===== config.mk =====
export PLATFORM = sky130hd
export DESIGN_NAME = kwdt_top
export DESIGN_NICKNAME = d
export VERILOG_FILES = /design/src/rtl/kwdt_pkg.sv /design/src/rtl/kwdt_ctrl.sv /design/src/rtl/kwdt_datapath.sv /design/src/rtl/kwdt_top.sv
export SDC_FILE = /design/constraint.sdc
export NUM_CORES = 1
export LEC_CHECK = 0
export BUFFER_PORTS_ARGS = -buffer_cell sky130_fd_sc_hd__buf_2
export CAP_MARGIN = 20
export CORE_MARGIN = 8
export CORE_UTILIZATION = 50
export DETAILED_ROUTE_END_ITERATION = 8
export PLACE_DENSITY = 0.73
export SYNTH_ARGS = -nofsm -noshare
export SYNTH_HDL_FRONTEND = slang
export SYNTH_SLANG_ARGS = --single-unit

===== constraint.sdc =====
create_clock -name clk -period 3.8 [get_ports clk]
set_input_delay 0.38 -clock clk [delete_from_list [all_inputs] [get_ports clk]]
set_output_delay 0.38 -clock clk [all_outputs]
set_load 0.01 [all_outputs]

===== src/rtl/kwdt_pkg.sv =====
package kwdt_pkg;
  localparam int REG_W = 8;
  localparam int SEL_W = 3;
  localparam logic [7:0] CNT_KEY = 8'h5A;
  localparam logic [7:0] CSR_KEY = 8'hA5;

  // Strobes from control to datapath for one accepted write
  typedef struct packed {
    logic             loadCnt;
    logic             loadCsr;
    logic [REG_W-1:0] cntVal;
    logic             csrEn;
    logic             csrFlagKeep;
    logic [SEL_W-1:0] csrSel;
  } wrStrobe_t;
endpackage


===== src/rtl/kwdt_ctrl.sv =====
module kwdt_ctrl
  import kwdt_pkg::*;
#(
  parameter int BUS_W = 16
) (
  input  logic             clk,
  input  logic             rstN,
  input  logic             wrEn,
  input  logic             wrSel,
  input  logic [BUS_W-1:0] wrData,
  output wrStrobe_t        strb,
  output logic             keyErr
);
  localparam int KEY_LSB = BUS_W - 8;

  logic [7:0] keyByte;
  logic       keyOk;
  logic       badWrite;

  assign keyByte  = wrData[BUS_W-1:KEY_LSB];
  assign keyOk    = wrSel ? (keyByte == CSR_KEY) : (keyByte == CNT_KEY);
  assign badWrite = wrEn && !keyOk;

  always_comb begin
    strb.loadCnt     = wrEn && keyOk && !wrSel;
    strb.loadCsr     = wrEn && keyOk && wrSel;
    strb.cntVal      = wrData[REG_W-1:0];
    strb.csrEn       = wrData[7];
    strb.csrFlagKeep = wrData[3];
    strb.csrSel      = wrData[SEL_W-1:0];
  end

  always_ff @(posedge clk or negedge rstN) begin
    if (!rstN) keyErr <= 1'b0;
    else       keyErr <= badWrite;
  end


  keyerr_src_chk: assert property (@(posedge clk) disable iff (!rstN)
    keyErr |-> $past(wrEn));


  no_load_on_err_chk: assert property (@(posedge clk) disable iff (!rstN)
    badWrite |-> !(strb.loadCnt || strb.loadCsr));
endmodule


===== src/rtl/kwdt_datapath.sv =====
module kwdt_datapath
  import kwdt_pkg::*;
#(
  parameter int BASE_LOG2 = 5
) (
  input  logic             clk,
  input  logic             rstN,
  input  wrStrobe_t        strb,
  input  logic             rdSel,
  output logic [REG_W-1:0] rdData,
  output logic             ovfPulse
);
  localparam int NSEL  = 1 << SEL_W;
  localparam int PRE_W = BASE_LOG2 + NSEL - 1;

  logic [PRE_W-1:0] limTab [NSEL];
  logic [PRE_W-1:0] prescQ;
  logic [REG_W-1:0] cntQ;
  logic             enQ;
  logic             flagQ;
  logic [SEL_W-1:0] selQ;
  logic             tick;
  logic             wrap;

  // One terminal phase value per rate setting
  for (genvar g = 0; g < NSEL; g++) begin : g_lim
    assign limTab[g] = PRE_W'((64'd1 << (BASE_LOG2 + g)) - 64'd1);
  end

  // >= so a rate lowered mid-period ticks at once instead of wrapping
  assign tick = enQ && (prescQ >= limTab[selQ]);
  assign wrap = tick && !strb.loadCnt && (cntQ == {REG_W{1'b1}});

  always_ff @(posedge clk or negedge rstN) begin
    if (!rstN) begin
      prescQ <= '0;
      cntQ   <= '0;
    end else if (strb.loadCnt) begin
      prescQ <= '0;
      cntQ   <= strb.cntVal;
    end else if (!enQ || tick) begin
      prescQ <= '0;
      if (tick) cntQ <= cntQ + 1'b1;
    end else begin
      prescQ <= prescQ + 1'b1;
    end
  end

  always_ff @(posedge clk or negedge rstN) begin
    if (!rstN) begin
      enQ      <= 1'b0;
      selQ     <= '0;
      flagQ    <= 1'b0;
      ovfPulse <= 1'b0;
    end else begin
      if (strb.loadCsr) begin
        enQ  <= strb.csrEn;
        selQ <= strb.csrSel;
      end
      flagQ    <= wrap || (flagQ && (!strb.loadCsr || strb.csrFlagKeep));
      ovfPulse <= wrap;
    end
  end

  assign rdData = rdSel ? {enQ, 3'b000, flagQ, selQ} : cntQ;


  ovf_flag_chk: assert property (@(posedge clk) disable iff (!rstN)
    ovfPulse |-> (cntQ == '0 && flagQ));


  cnt_hold_chk: assert property (@(posedge clk) disable iff (!rstN)
    (!strb.loadCnt && !enQ) |=> $stable(cntQ));


  presc_restart_chk: assert property (@(posedge clk) disable iff (!rstN)
    strb.loadCnt |=> (prescQ == '0));


  flag_sticky_chk: assert property (@(posedge clk) disable iff (!rstN)
    (flagQ && !strb.loadCsr) |=> flagQ);


  wrap_wins_chk: assert property (@(posedge clk) disable iff (!rstN)
    wrap |=> flagQ);
endmodule


===== src/rtl/kwdt_top.sv =====
module kwdt_top
  import kwdt_pkg::*;
#(
  parameter int BUS_W     = 16,
  parameter int BASE_LOG2 = 5
) (
  input  logic             clk,
  input  logic             rstN,
  input  logic             wrEn,
  input  logic             wrSel,
  input  logic [BUS_W-1:0] wrData,
  input  logic             rdSel,
  output logic [7:0]       rdData,
  output logic             ovfPulse,
  output logic             keyErr
);
  wrStrobe_t strb;

  kwdt_ctrl #(.BUS_W(BUS_W)) u_ctrl (
    .clk(clk), .rstN(rstN), .wrEn(wrEn), .wrSel(wrSel),
    .wrData(wrData), .strb(strb), .keyErr(keyErr)
  );

  kwdt_datapath #(.BASE_LOG2(BASE_LOG2)) u_dp (
    .clk(clk), .rstN(rstN), .strb(strb), .rdSel(rdSel),
    .rdData(rdData), .ovfPulse(ovfPulse)
  );
endmodule


# --- After elaboration in Yosys (flattened, before gate mapping) ---
# Memories as Yosys holds them, arrays and structs flattened.
# Index checks and enable logic that the tools add are counted.
# Widths: inputs -> output; s select.
word_totals:
  romBits: 96
  ff_bits: 27
  output_inout_bits: 10
  n_memories: 1
op_classes:
  bitwise: 1
  reduce_logical: 19
  n_addsub: 2
  n_eq_ne: 3
  n_lt_le_gt_ge: 2
  n_mux: 9
mem_list:
  columns: ["name", "words", "width", "read_ports", "rd_ports_with_merged_regs", "wr", "line", "source"]
  rows:
  - ["(no name shown)", 8, 12, 1, 0, 0, "kwdt_datapath.sv:31", "assign tick = enQ && (prescQ >= limTab[selQ]);"]
op_table:
  columns: ["op", "count"]
  rows:
  - ["$mux 12", 4]
  - ["$mux 8", 4]
  - ["$eq 8x8->1 const B", 2]
  - ["$add 12x1->12 const B", 1]
  - ["$ge 12x12->1", 1]
  - ["$add 8x1->8 const B", 1]
  - ["$eq 8x7->1 const B", 1]
  - ["$logic_and 1x1->1", 8]
  - ["$logic_not 1->1", 5]
  - ["$ge 4x4->1 const B", 1]
  - ["$not 3->4", 1]
  - ["$reduce_bool 2->1", 2]
  - ["$logic_or 1x1->1", 3]
  - ["$reduce_and 2->1", 1]
  - ["$mux 1", 1]

# --- Longest topological paths before layout ---
# Gate-level depths: netlist of run 1.
logic_depth:
  ltp_word: 9
  ltp_mapped: 9

# --- Hierarchy ---
# From an unflattened synthesis of run 1, not the netlist that was laid out.
hier_totals:
  cells_unflattened: 193
  area_unflattened_um2: 1821.7
by_module_without_submodules:
  columns: ["module", "area_per_inst_um2", "instances", "cells_per_inst"]
  rows:
  - ["kwdt_datapath", 1617.8, 1, 169]
  - ["kwdt_ctrl", 203.9, 1, 24]

# --- Least setup slack after synthesis of run 1 ---
# No wires, ideal clock.
synth_timing:
  path_type: "register to register"
  startpoint: "register u_dp.selQ[2]"
  endpoint: "register u_dp.cntQ[4]"
  arrival_ns: 2.100
  setup_ns: 0.146
  path_stages_with_launch: 9
  slack_ns: 1.555
  period_less_slack_ns: 2.245
  t_required_ns: 3.654
  cell_sequence: "dfrtp_1 clkbuf_1 nand3_1 ha_1 nand2_1 o21ai_0 o21ai_0 o211ai_1 o211ai_1"
synth_between:
  elab_chain_cells: 9
synth_rtl:
  columns: ["element", "line", "source"]
  rows:
  - ["from (decl)", "kwdt_datapath.sv:21", "logic [SEL_W-1:0] selQ;"]
  - ["from (signal assigned)", "kwdt_datapath.sv:58", "selQ <= strb.csrSel;"]
  - ["$not 3->4 (not written as such) *", "kwdt_datapath.sv:31", null]
  - ["$mem_v2 8x12 *", null, null]
  - ["$mux 12 (not written as such) * (2 in series)", "kwdt_datapath.sv:31", null]
  - ["$ge 12x12->1 *", "kwdt_datapath.sv:31", null]
  - ["$logic_and 1x1->1 *", "kwdt_datapath.sv:31", null]
  - ["$logic_or 1x1->1", "kwdt_datapath.sv:41", "end else if (!enQ || tick) begin"]
  - ["$reduce_bool 2->1 (no line)", null, null]
  - ["$reduce_and 2->1 (no line) *", null, null]
  - ["to (signal assigned)", "kwdt_datapath.sv:40", "cntQ <= strb.cntVal;"]
  - ["to (signal assigned)", "kwdt_datapath.sv:43", "if (tick) cntQ <= cntQ + 1'b1;"]
  - ["to (decl)", "kwdt_datapath.sv:18", "logic [REG_W-1:0] cntQ;"]
# Mark *: on every way between the ends. The rest lies on a longest branch, timed or not. The select of a mux whose other input is x is not followed.
# A chain may end at the register's enable or synchronous reset.

# --- Worst setup path after layout of run 1 ---
# Same ends and word-level chain as after synthesis.

==> results of run 1 <==
## kinds of logic (layout without fill, tap and decap cells)
family / after synthesis / in the layout / share of synthesized area
XOR/XNOR: 14 / 14 / 0.0761
flip-flops: 27 / 27 / 0.419
adder cells (fa/ha/maj): 9 / 9 / 0.0699
AND/OR/NAND/NOR: 75 / 75 / 0.250
AO/OA/AOI/OAI: 23 / 23 / 0.0986
multiplexers: 10 / 10 / 0.0691
buffers and inverters: 7 / 37 / 0.0171
## worst paths after layout
check	start	endpoint	slack (ps)
worst min register to register	u_dp.prescQ[0]	u_dp.prescQ[0]	500
worst min-delay path	rstN	u_dp.selQ[1]	40
max in group asynchronous	rstN	u_dp.prescQ[11]	3360
worst max-delay path	u_dp.selQ[2]	u_dp.cntQ[4]	1330
worst max register to register	u_dp.selQ[2]	u_dp.cntQ[4]	1330
min in group clk	wrData[6]	u_dp.cntQ[6]	250
## worst reg2reg max path, stage by stage (launching register included)
cell and delay, ps:
dfrtp_1 490, nand3_1 120, ha_1 310, nand2_1 100, o21ai_0 610, o21ai_0 360
o211ai_1 250, o211ai_1 110
## area by class of cell
class	count	area (sq um)
Clock buffer	4	26.3
Multi-Input combinational cell	131	908
Tap cell	44	55.1
Fill cell	277	1230
Sequential cell	27	676
Timing Repair Buffer	30	150
Inverter	3	11.3
## power breakdown
part / internal, mW / switching [mW]
Combinational: 0.0297 / 0.0302
Clock: 0.0411 / 0.0866
Sequential: 0.294 / 0.00878
Total: 0.365 / 0.126
## placed cells by master, fill, tap and decap left out, drive strengths merged
| cell | netlist | layout |
|---|---|---|
| and2 | 1 | 1 |
| nand3b | 1 | 1 |
| nand2 | 18 | 18 |
| a311oi | 1 | 1 |
| xor2 | 12 | 12 |
| nor2b | 2 | 2 |
| mux2 | 9 | 9 |
| or4 | 1 | 1 |
| dfrtp | 27 | 27 |
| and4 | 1 | 1 |
| buf | 1 | 30 |
| nor3 | 3 | 3 |
| nor4bb | 2 | 2 |
| o21ai | 8 | 8 |
| nor3b | 4 | 4 |
| xnor2 | 2 | 2 |
| mux2i | 1 | 1 |
| nand2b | 1 | 1 |
| o211ai | 5 | 5 |
| inv | 3 | 3 |
| and3 | 3 | 3 |
| and4b | 1 | 1 |
| o21bai | 1 | 1 |
| ha | 9 | 9 |
| nand3 | 13 | 13 |
| a21oi | 8 | 8 |
| clkbuf | 3 | 4 |
| nand4 | 3 | 3 |
| nor2 | 19 | 19 |
| or4b | 2 | 2 |
## per-stage QoR
step                      cell area [sq um]  power, mW  utilization  setup slack (ps)
after floorplan                        1610      0.340            -              1550
after global placement                 1800      0.365        0.590              1520
after detailed placement               1800      0.369        0.590              1340
after CTS                              1830      0.493        0.598              1340
after global routing                   1830      0.513        0.598              1130
final                                  1830      0.491        0.598              1330
## state kept, by name (all words and copies together), names as in the netlist
signal         cells
u_dp.selQ          3
u_dp.flagQ         1
u_dp.cntQ          8
u_ctrl.keyErr      1
u_dp.ovfPulse      1
u_dp.prescQ       12
u_dp.enQ           1
## routing by layer
metal / part of all wire / global-route usage
met5: 0 / 0
met1: 0.48 / 0.191
met4: 0.0042 / 0.0489
met3: 0.053 / 0.0357
met2: 0.47 / 0.229
==> impl_metrics.env, run 1 <==
export IMPL_ys_top_cells_by_count="27 x dfrtp_1, 19 x nor2_1, 18 x nand2_1"
export IMPL_fin_hold_ws_ps=37.6
export IMPL_clkSinkCount=27
export IMPL_fp_dieH_um=72.8
export IMPL_synth_warnings=0
export IMPL_finalHoldViolations=0
export IMPL_grt_max_degree=28
export IMPL_netlist_top_cells_area="dfrtp_1 42%, ha_1 7.0%, xor2_1 6.5%"
export IMPL_ys_flop_type="dfrtp_1"
export IMPL_p_leak_nw=0.821
export IMPL_grt_pass1_vias=1378
export IMPL_floorplan_initialDensity=0.528
export IMPL_io_buffers=30
export IMPL_critPathMaxStageDelay_ps=610
export IMPL_period_needed_ps=2470
export IMPL_ir_drop_uv=143
export IMPL_place_inst=235
export IMPL_grt_ovfl_total=0
export IMPL_ys_ff_latch=27
export IMPL_detail_route_antenna_nets=0
export IMPL_powerDensity_nw_per_um2=269
export IMPL_synth_top_area_share=0.419
export IMPL_yosysUniqueCellTypes=33
export IMPL_die_w_um=72.8
export IMPL_start_kind="flop"
export IMPL_critical_path_top_delay_family="compound AO/OA/AOI/OAI gates"
export IMPL_cts_setup_buffers=0
export IMPL_h_tree_depth=1
export IMPL_row_count=20
export IMPL_wire_per_inst_um=14.8
export IMPL_yosysMostFrequentCell="dfrtp_1"
export IMPL_cp_arrival_ps=2680
export IMPL_crit_required_ps=4010
export IMPL_via_per_inst=5.38
export IMPL_fin_nets=226
export IMPL_grtUsageTotal=0.146
export IMPL_cts_repair_resized=0
export IMPL_finalMaxSlewViolations=0
export IMPL_fmax_ghz=0.404
export IMPL_antenna_found_initial=0
export IMPL_hold_path_class="in -> async"
export IMPL_clock_root_buffer="clkbuf_4"
export IMPL_worst_slew_pin_slew_ps=728
export IMPL_fin_crit_sh=0.651
export IMPL_synthCells=165
export IMPL_critPathMaxFanout=9
export IMPL_gp_congestion=0.853
export IMPL_synth_net_count=195
export IMPL_dp_hpwl_um=2780
export IMPL_critPathKind="reg -> reg"
export IMPL_cp_end_kind="flop"
export IMPL_relSlewSlack=0.509
export IMPL_drive_above_1_share=0.246
export IMPL_grt_pass1_wl_um=6220
export IMPL_status="finished clean"
export IMPL_worstSkewPairLatency_ps=330
export IMPL_numCtsBuffers=3
export IMPL_synth_edf_count=0
export IMPL_fin_skew_ps=9.11
export IMPL_hold_buffers=0
export IMPL_rr_worst_depth=7
export IMPL_firstDrtPassIters=4
export IMPL_clk_pin_slew_worst_paths_ps=150
export IMPL_synthesis_area_sq_um=1610
export IMPL_drv_cap=0
export IMPL_cp_slowest_cell="o21ai_0"
export IMPL_fin_cells=239
export IMPL_syn_area_per_cell_sq_um=9.77
export IMPL_drc=0
export IMPL_cp_num_buf_inv=0
export IMPL_die_area_sq_um=5300
export IMPL_vias=1287
export IMPL_rsz0062_at_grt="no"
export IMPL_first_iter_violations=30
export IMPL_crit_chain="nand3_1 -> ha_1 -> nand2_1 -> o21ai_0 -> o21ai_0 -> o211ai_1 -> o211ai_1"
export IMPL_clockBufferDepth=2
export IMPL_core_sq_um=3050
export IMPL_drt_wl_total_um=3540
export IMPL_synth_async_reset_ratio=1.00
export IMPL_setup_viol=0
export IMPL_ios=31
export IMPL_crit_cells=7
export IMPL_tritoncts="built"
export IMPL_syn_to_final_growth_pct=13.4
export IMPL_ys_seq_area_frac=0.419
export IMPL_yosysTopAreaCell="dfrtp_1"
export IMPL_antenna_cells=0
export IMPL_finalSetupTns_ps=0
(Power assumes the default switching activity.)
==> run 2: changes to the inputs <==
CORE_UTILIZATION = 49   (was 50)
PLACE_DENSITY = 0.75   (was 0.73)
clock period = 2.05 ns   (was 3.8 ns; I/O delays follow)
==> run 2 against run 1 <==
  * Register-to-register slack worse by 1400 ps
  * Highest routed layer unchanged
  * Hold slack better by 44 ps
  * Cell area up 11%
  * Sequential power up 86%
  * The run now ends with setup timing left
==> impl_metrics.env, run 2 (same netlist as run 1, synthesis figures left out) <==
export IMPL_ios=31
export IMPL_final_util=0.623
export IMPL_floorplan_initialDensity=0.495
export IMPL_grt_max_degree=28
export IMPL_finalMaxSlewViolations=0
export IMPL_grt_pass1_vias=1438
export IMPL_relSlewSlack=0.589
export IMPL_cp_end_kind="flop"
export IMPL_vias=1375
export IMPL_worst_slack_ps=-92.2
export IMPL_finalSetupTns_ps=-167
export IMPL_fin_nets=240
export IMPL_top_register="u_dp.prescQ"
export IMPL_grt_ovfl_total=0
export IMPL_numCtsBuffers=3
export IMPL_start_kind="flop"
export IMPL_fmax_ghz=0.467
export IMPL_drive_above_1_share=0.359
export IMPL_firstDrtPassIters=4
export IMPL_tritoncts="built"
export IMPL_syn_to_final_growth_pct=25.9
export IMPL_dp_hpwl_um=2850
export IMPL_wire_per_inst_um=15.2
export IMPL_fin_crit_sh=1.04
export IMPL_io_buffers=30
export IMPL_fin_cells=255
export IMPL_crit_required_ps=2330
export IMPL_clk_pin_slew_worst_paths_ps=150
export IMPL_finalHoldViolations=0
export IMPL_fin_hold_ws_ps=81.4
export IMPL_core_sq_um=3260
export IMPL_power_mw=0.922
export IMPL_p_leak_nw=0.900
export IMPL_hold_path_class="in -> reg"
export IMPL_row_count=21
export IMPL_drv_cap=0
export IMPL_antenna_found_initial=0
export IMPL_status="complete, but fails checks"
export IMPL_die_area_sq_um=5380
export IMPL_detail_route_antenna_nets=0
export IMPL_first_iter_violations=74
export IMPL_drt_wl_total_um=3870
export IMPL_period_needed_ps=2140
export IMPL_via_per_inst=5.39
export IMPL_largest_reg_flops=12
export IMPL_worst_slew_pin_slew_ps=616
export IMPL_cp_arrival_ps=2420
export IMPL_grt_pass1_wl_um=6340
export IMPL_rsz0062_at_grt="yes"
export IMPL_violations="setup timing"
export IMPL_setup_viol=3
export IMPL_worstSkewPairLatency_ps=330
export IMPL_final_common_cell="buf_2"
export IMPL_gp_congestion=0.875
export IMPL_clkSinkCount=27
export IMPL_clock_root_buffer="clkbuf_4"
export IMPL_antenna_cells=0
export IMPL_ir_drop_uv=205
export IMPL_clockBufferDepth=2
export IMPL_h_tree_depth=1
export IMPL_drc=0
export IMPL_die_w_um=73.4
export IMPL_place_inst=247
export IMPL_place_ws_ps=-160
export IMPL_n_fill_cell=284
export IMPL_critPathMaxFanout=7
export IMPL_powerDensity_nw_per_um2=455
export IMPL_fin_skew_ps=14.2
export IMPL_place_area_sq_um=1900
export IMPL_largestRegisters="u_dp.prescQ x12, u_dp.cntQ x8, u_dp.selQ x3"
export IMPL_design_area_sq_um=2030
export IMPL_grtUsageTotal=0.148
export IMPL_critPathKind="reg -> reg"
export IMPL_final_cell_mix="30 x buf_2, 24 x dfrtp_1, 18 x nand2_1, 18 x nor2_1, 12 x xor2_1"
export IMPL_fp_dieH_um=73.4
[run 2: final cells by class]
cell class              instances  area [sq um]  area share
repair buffers                 44           274       0.135
flip-flops and latches         27           679       0.335
clock buffers                   4          26.3      0.0130
inverters                       3          11.3     0.00555
well taps                      46          57.6      0.0284
multi-input cells             131           980       0.483
[run 2: worst paths after layout]
kind / from / endpoint / slack, ps / cells past startpoint
max in group asynchronous: rstN / u_dp.selQ[2] / 1200 / 2
worst max register to register: u_dp.selQ[1] / u_dp.cntQ[7] / -90 / 8
worst max-delay path: u_dp.selQ[1] / u_dp.cntQ[7] / -90 / 8
worst min register to register: u_dp.flagQ / u_dp.flagQ / 540 / 2
worst min-delay path: wrData[6] / u_dp.cntQ[6] / 80 / 3
min in group asynchronous: rstN / u_dp.ovfPulse / 400 / 2
[run 2: what timing repair did]
action / 4_1_cts / 5_1_grt
buffers inserted: 1 / 2
hold buffers: 1 / 0
cloned: 0 / 0
endpoints found under the setup margin: 21 / 22
gates resized for setup: 6 / 10
pin swaps: 8 / 10
hold endpoints to repair: 27 / 0
[run 2: report_power, final]
part           total [mW]  internal [mW]  switching (mW)
combinational       0.126         0.0635          0.0623
clock               0.234         0.0763           0.157
sequential          0.563          0.546          0.0171
total               0.922          0.685           0.237
[run 2: metal layers]
layer	up-vias	wire [um]	global-route usage
met3	8	219	0.0368
li1	677	-	-
met2	39	1900	0.249
met4	0	85	0.0665
met5	-	0	0
met1	651	1660	0.173
[run 2: critical path, cell delays in order (launching register included)]
cell	delay, ps
dfrtp_2	480
nand2_1	110
ha_1	310
nand2_1	110
a311oi_4	290
buf_6	170
o21ai_2	60
or4b_1	500
nand3_1	80
==> run 3: changes to the inputs <==
TNS_END_PERCENT = 5   (was not set)
==> run 3 against run 2 <==
  * The flow still finishes with violations (setup timing)
  * Register-to-register slack gained 30 ps
  * Wire length shrank 3.0%
  * Utilization grew 0.73 points
  * Count of clock-buffer cells in the layout is the same
  * Via count is 0.80% higher
  * Total power is 1.5% lower
  * Die area unchanged
  * Non-clock buffer count rose by 6
  * Critical path depth is the same
  * Combinational power is 4% lower
  * Sequential share of layout area down 0.39 points
  * Global-route usage is 0.069 points lower
==> impl_metrics.env, run 3 (same netlist as run 1, synthesis figures left out) <==
export IMPL_worstSkewPairLatency_ps=320
export IMPL_holdPathEnd="u_dp.cntQ[2]"
export IMPL_violations="setup timing"
export IMPL_critPathKind="reg -> reg"
export IMPL_largestRegisters="u_dp.prescQ x12, u_dp.cntQ x8, u_dp.selQ x3"
export IMPL_firstDrtPassIters=6
export IMPL_wire_per_inst_um=14.4
export IMPL_rr_worst_depth=8
export IMPL_fin_hold_ws_ps=91.0
export IMPL_status="complete, but fails checks"
export IMPL_io_buffers=30
export IMPL_grt_max_degree=28
export IMPL_top_register="u_dp.prescQ"
export IMPL_fin_skew_ps=6.46
export IMPL_fp_dieH_um=73.4
export IMPL_period_needed_ps=2110
export IMPL_via_per_inst=5.31
export IMPL_worst_slew_pin_slew_ps=603
export IMPL_rsz0062_at_grt="yes"
export IMPL_syn_to_final_growth_pct=27.3
export IMPL_critPathMaxFanout=7
export IMPL_ir_drop_uv=263
export IMPL_clkSinkCount=27
export IMPL_hp_start="wrData[2]"
export IMPL_relSlewSlack=0.598
export IMPL_timing_rr_end="u_dp.cntQ[7]"
export IMPL_final_common_cell="buf_2"
export IMPL_die_w_um=73.4
export IMPL_final_cell_mix="30 x buf_2, 24 x dfrtp_1, 18 x nand2_1, 18 x nor2_1, 18 x buf_4"
export IMPL_r2r_start="u_dp.selQ[1]"
export IMPL_drc=0
export IMPL_gp_congestion=0.852
export IMPL_grt_ovfl_total=0
export IMPL_dp_hpwl_um=2940
export IMPL_antenna_found_initial=0
export IMPL_floorplan_initialDensity=0.495
export IMPL_detail_route_antenna_nets=0
export IMPL_vias=1386
export IMPL_row_count=21
export IMPL_clockBufferDepth=2
export IMPL_finalSetupTns_ps=-69.3
export IMPL_tritoncts="built"
export IMPL_setup_viol=2
export IMPL_core_sq_um=3260
export IMPL_hold_path_class="in -> reg"
export IMPL_grt_pass1_vias=1421
export IMPL_die_area_sq_um=5380
export IMPL_largest_reg_flops=12
export IMPL_finalMaxSlewViolations=0
export IMPL_ff2ff_setup_slack_ps=-60
export IMPL_drv_cap=0
export IMPL_fmax_ghz=0.473
export IMPL_start_kind="flop"
export IMPL_power_mw=0.908
export IMPL_worst_slack_ps=-62.6
export IMPL_fin_nets=246
export IMPL_crit_required_ps=2320
export IMPL_p_leak_nw=0.934
export IMPL_grtUsageTotal=0.148
export IMPL_cp_arrival_ps=2380
export IMPL_drt_wl_total_um=3750
export IMPL_antenna_cells=0
export IMPL_whs_path_depth=3
export IMPL_first_iter_violations=50
export IMPL_cp_end_kind="flop"
export IMPL_finalHoldViolations=0
export IMPL_fin_crit_sh=1.03
export IMPL_grt_pass1_wl_um=6290
export IMPL_powerDensity_nw_per_um2=443
export IMPL_numCtsBuffers=3
export IMPL_h_tree_depth=1
export IMPL_clk_pin_slew_worst_paths_ps=140
export IMPL_ios=31
export IMPL_drive_above_1_share=0.377
export IMPL_clock_root_buffer="clkbuf_4"
## run 3: routing by layer
layer  wire length, um  track usage  part of all wire  vias up
met5                 0            0                 0        -
met4                38       0.0532             0.010        0
met3               170       0.0314             0.045        2
met2              1830        0.241              0.49       26
met1              1710        0.186              0.46      666
li1                  -            -                 -      692
## run 3: worst max-delay path, stage by stage, from the launching register on
cell	delay, ps
dfrtp_2	490
a21oi_2	220
ha_4	190
nand3_2	90
a311oi_4	300
buf_6	160
o21ai_2	70
or4b_4	480
nand3_2	70
## run 3: area by class of cell
| class | count | area (sq um) |
|---|---|---|
| inverter | 3 | 11.3 |
| sequential | 27 | 679 |
| multi-input combinational | 131 | 971 |
| fill | 260 | 1210 |
| timing repair buffer | 50 | 307 |
| clock buffer | 4 | 26.3 |
| tap | 46 | 57.6 |
## run 3: how the worst max path moves through the flow
stage	end	from	cells past startpoint
CTS	u_dp.cntQ[1]	u_dp.selQ[1]	7
detailed placement	u_dp.cntQ[6]	u_dp.selQ[1]	7
global route	u_dp.cntQ[7]	u_dp.selQ[1]	8
global placement	u_dp.cntQ[6]	u_dp.selQ[1]	7
finish	u_dp.cntQ[7]	u_dp.selQ[1]	8
floorplan	u_dp.cntQ[6]	u_dp.selQ[2]	8
## run 3: repair_timing
| item | CTS | global route |
|---|---|---|
| setup endpoints to repair | 22 | 21 |
| resized for setup | 8 | 7 |
| setup buffers | 0 | 1 |
| hold endpoints to repair | 27 | 0 |
| pin swaps | 5 | 6 |
| hold buffers | 1 | 0 |
## run 3: stage by stage
step,worst slack (ps),utilization,area [sq um],cells
finish,-62.6,0.630,2050,261
floorplan,-60.2,-,1610,165
global route,-135,0.630,2050,261
CTS,-84.3,0.617,2010,260
global placement,-69.5,0.595,1940,255
detailed placement,-172,0.595,1940,255
## run 3: where the power goes
group	total, mW	internal [mW]	switching [mW]
combinational	0.121	0.0623	0.0583
sequential	0.562	0.546	0.0167
clock	0.226	0.0761	0.149
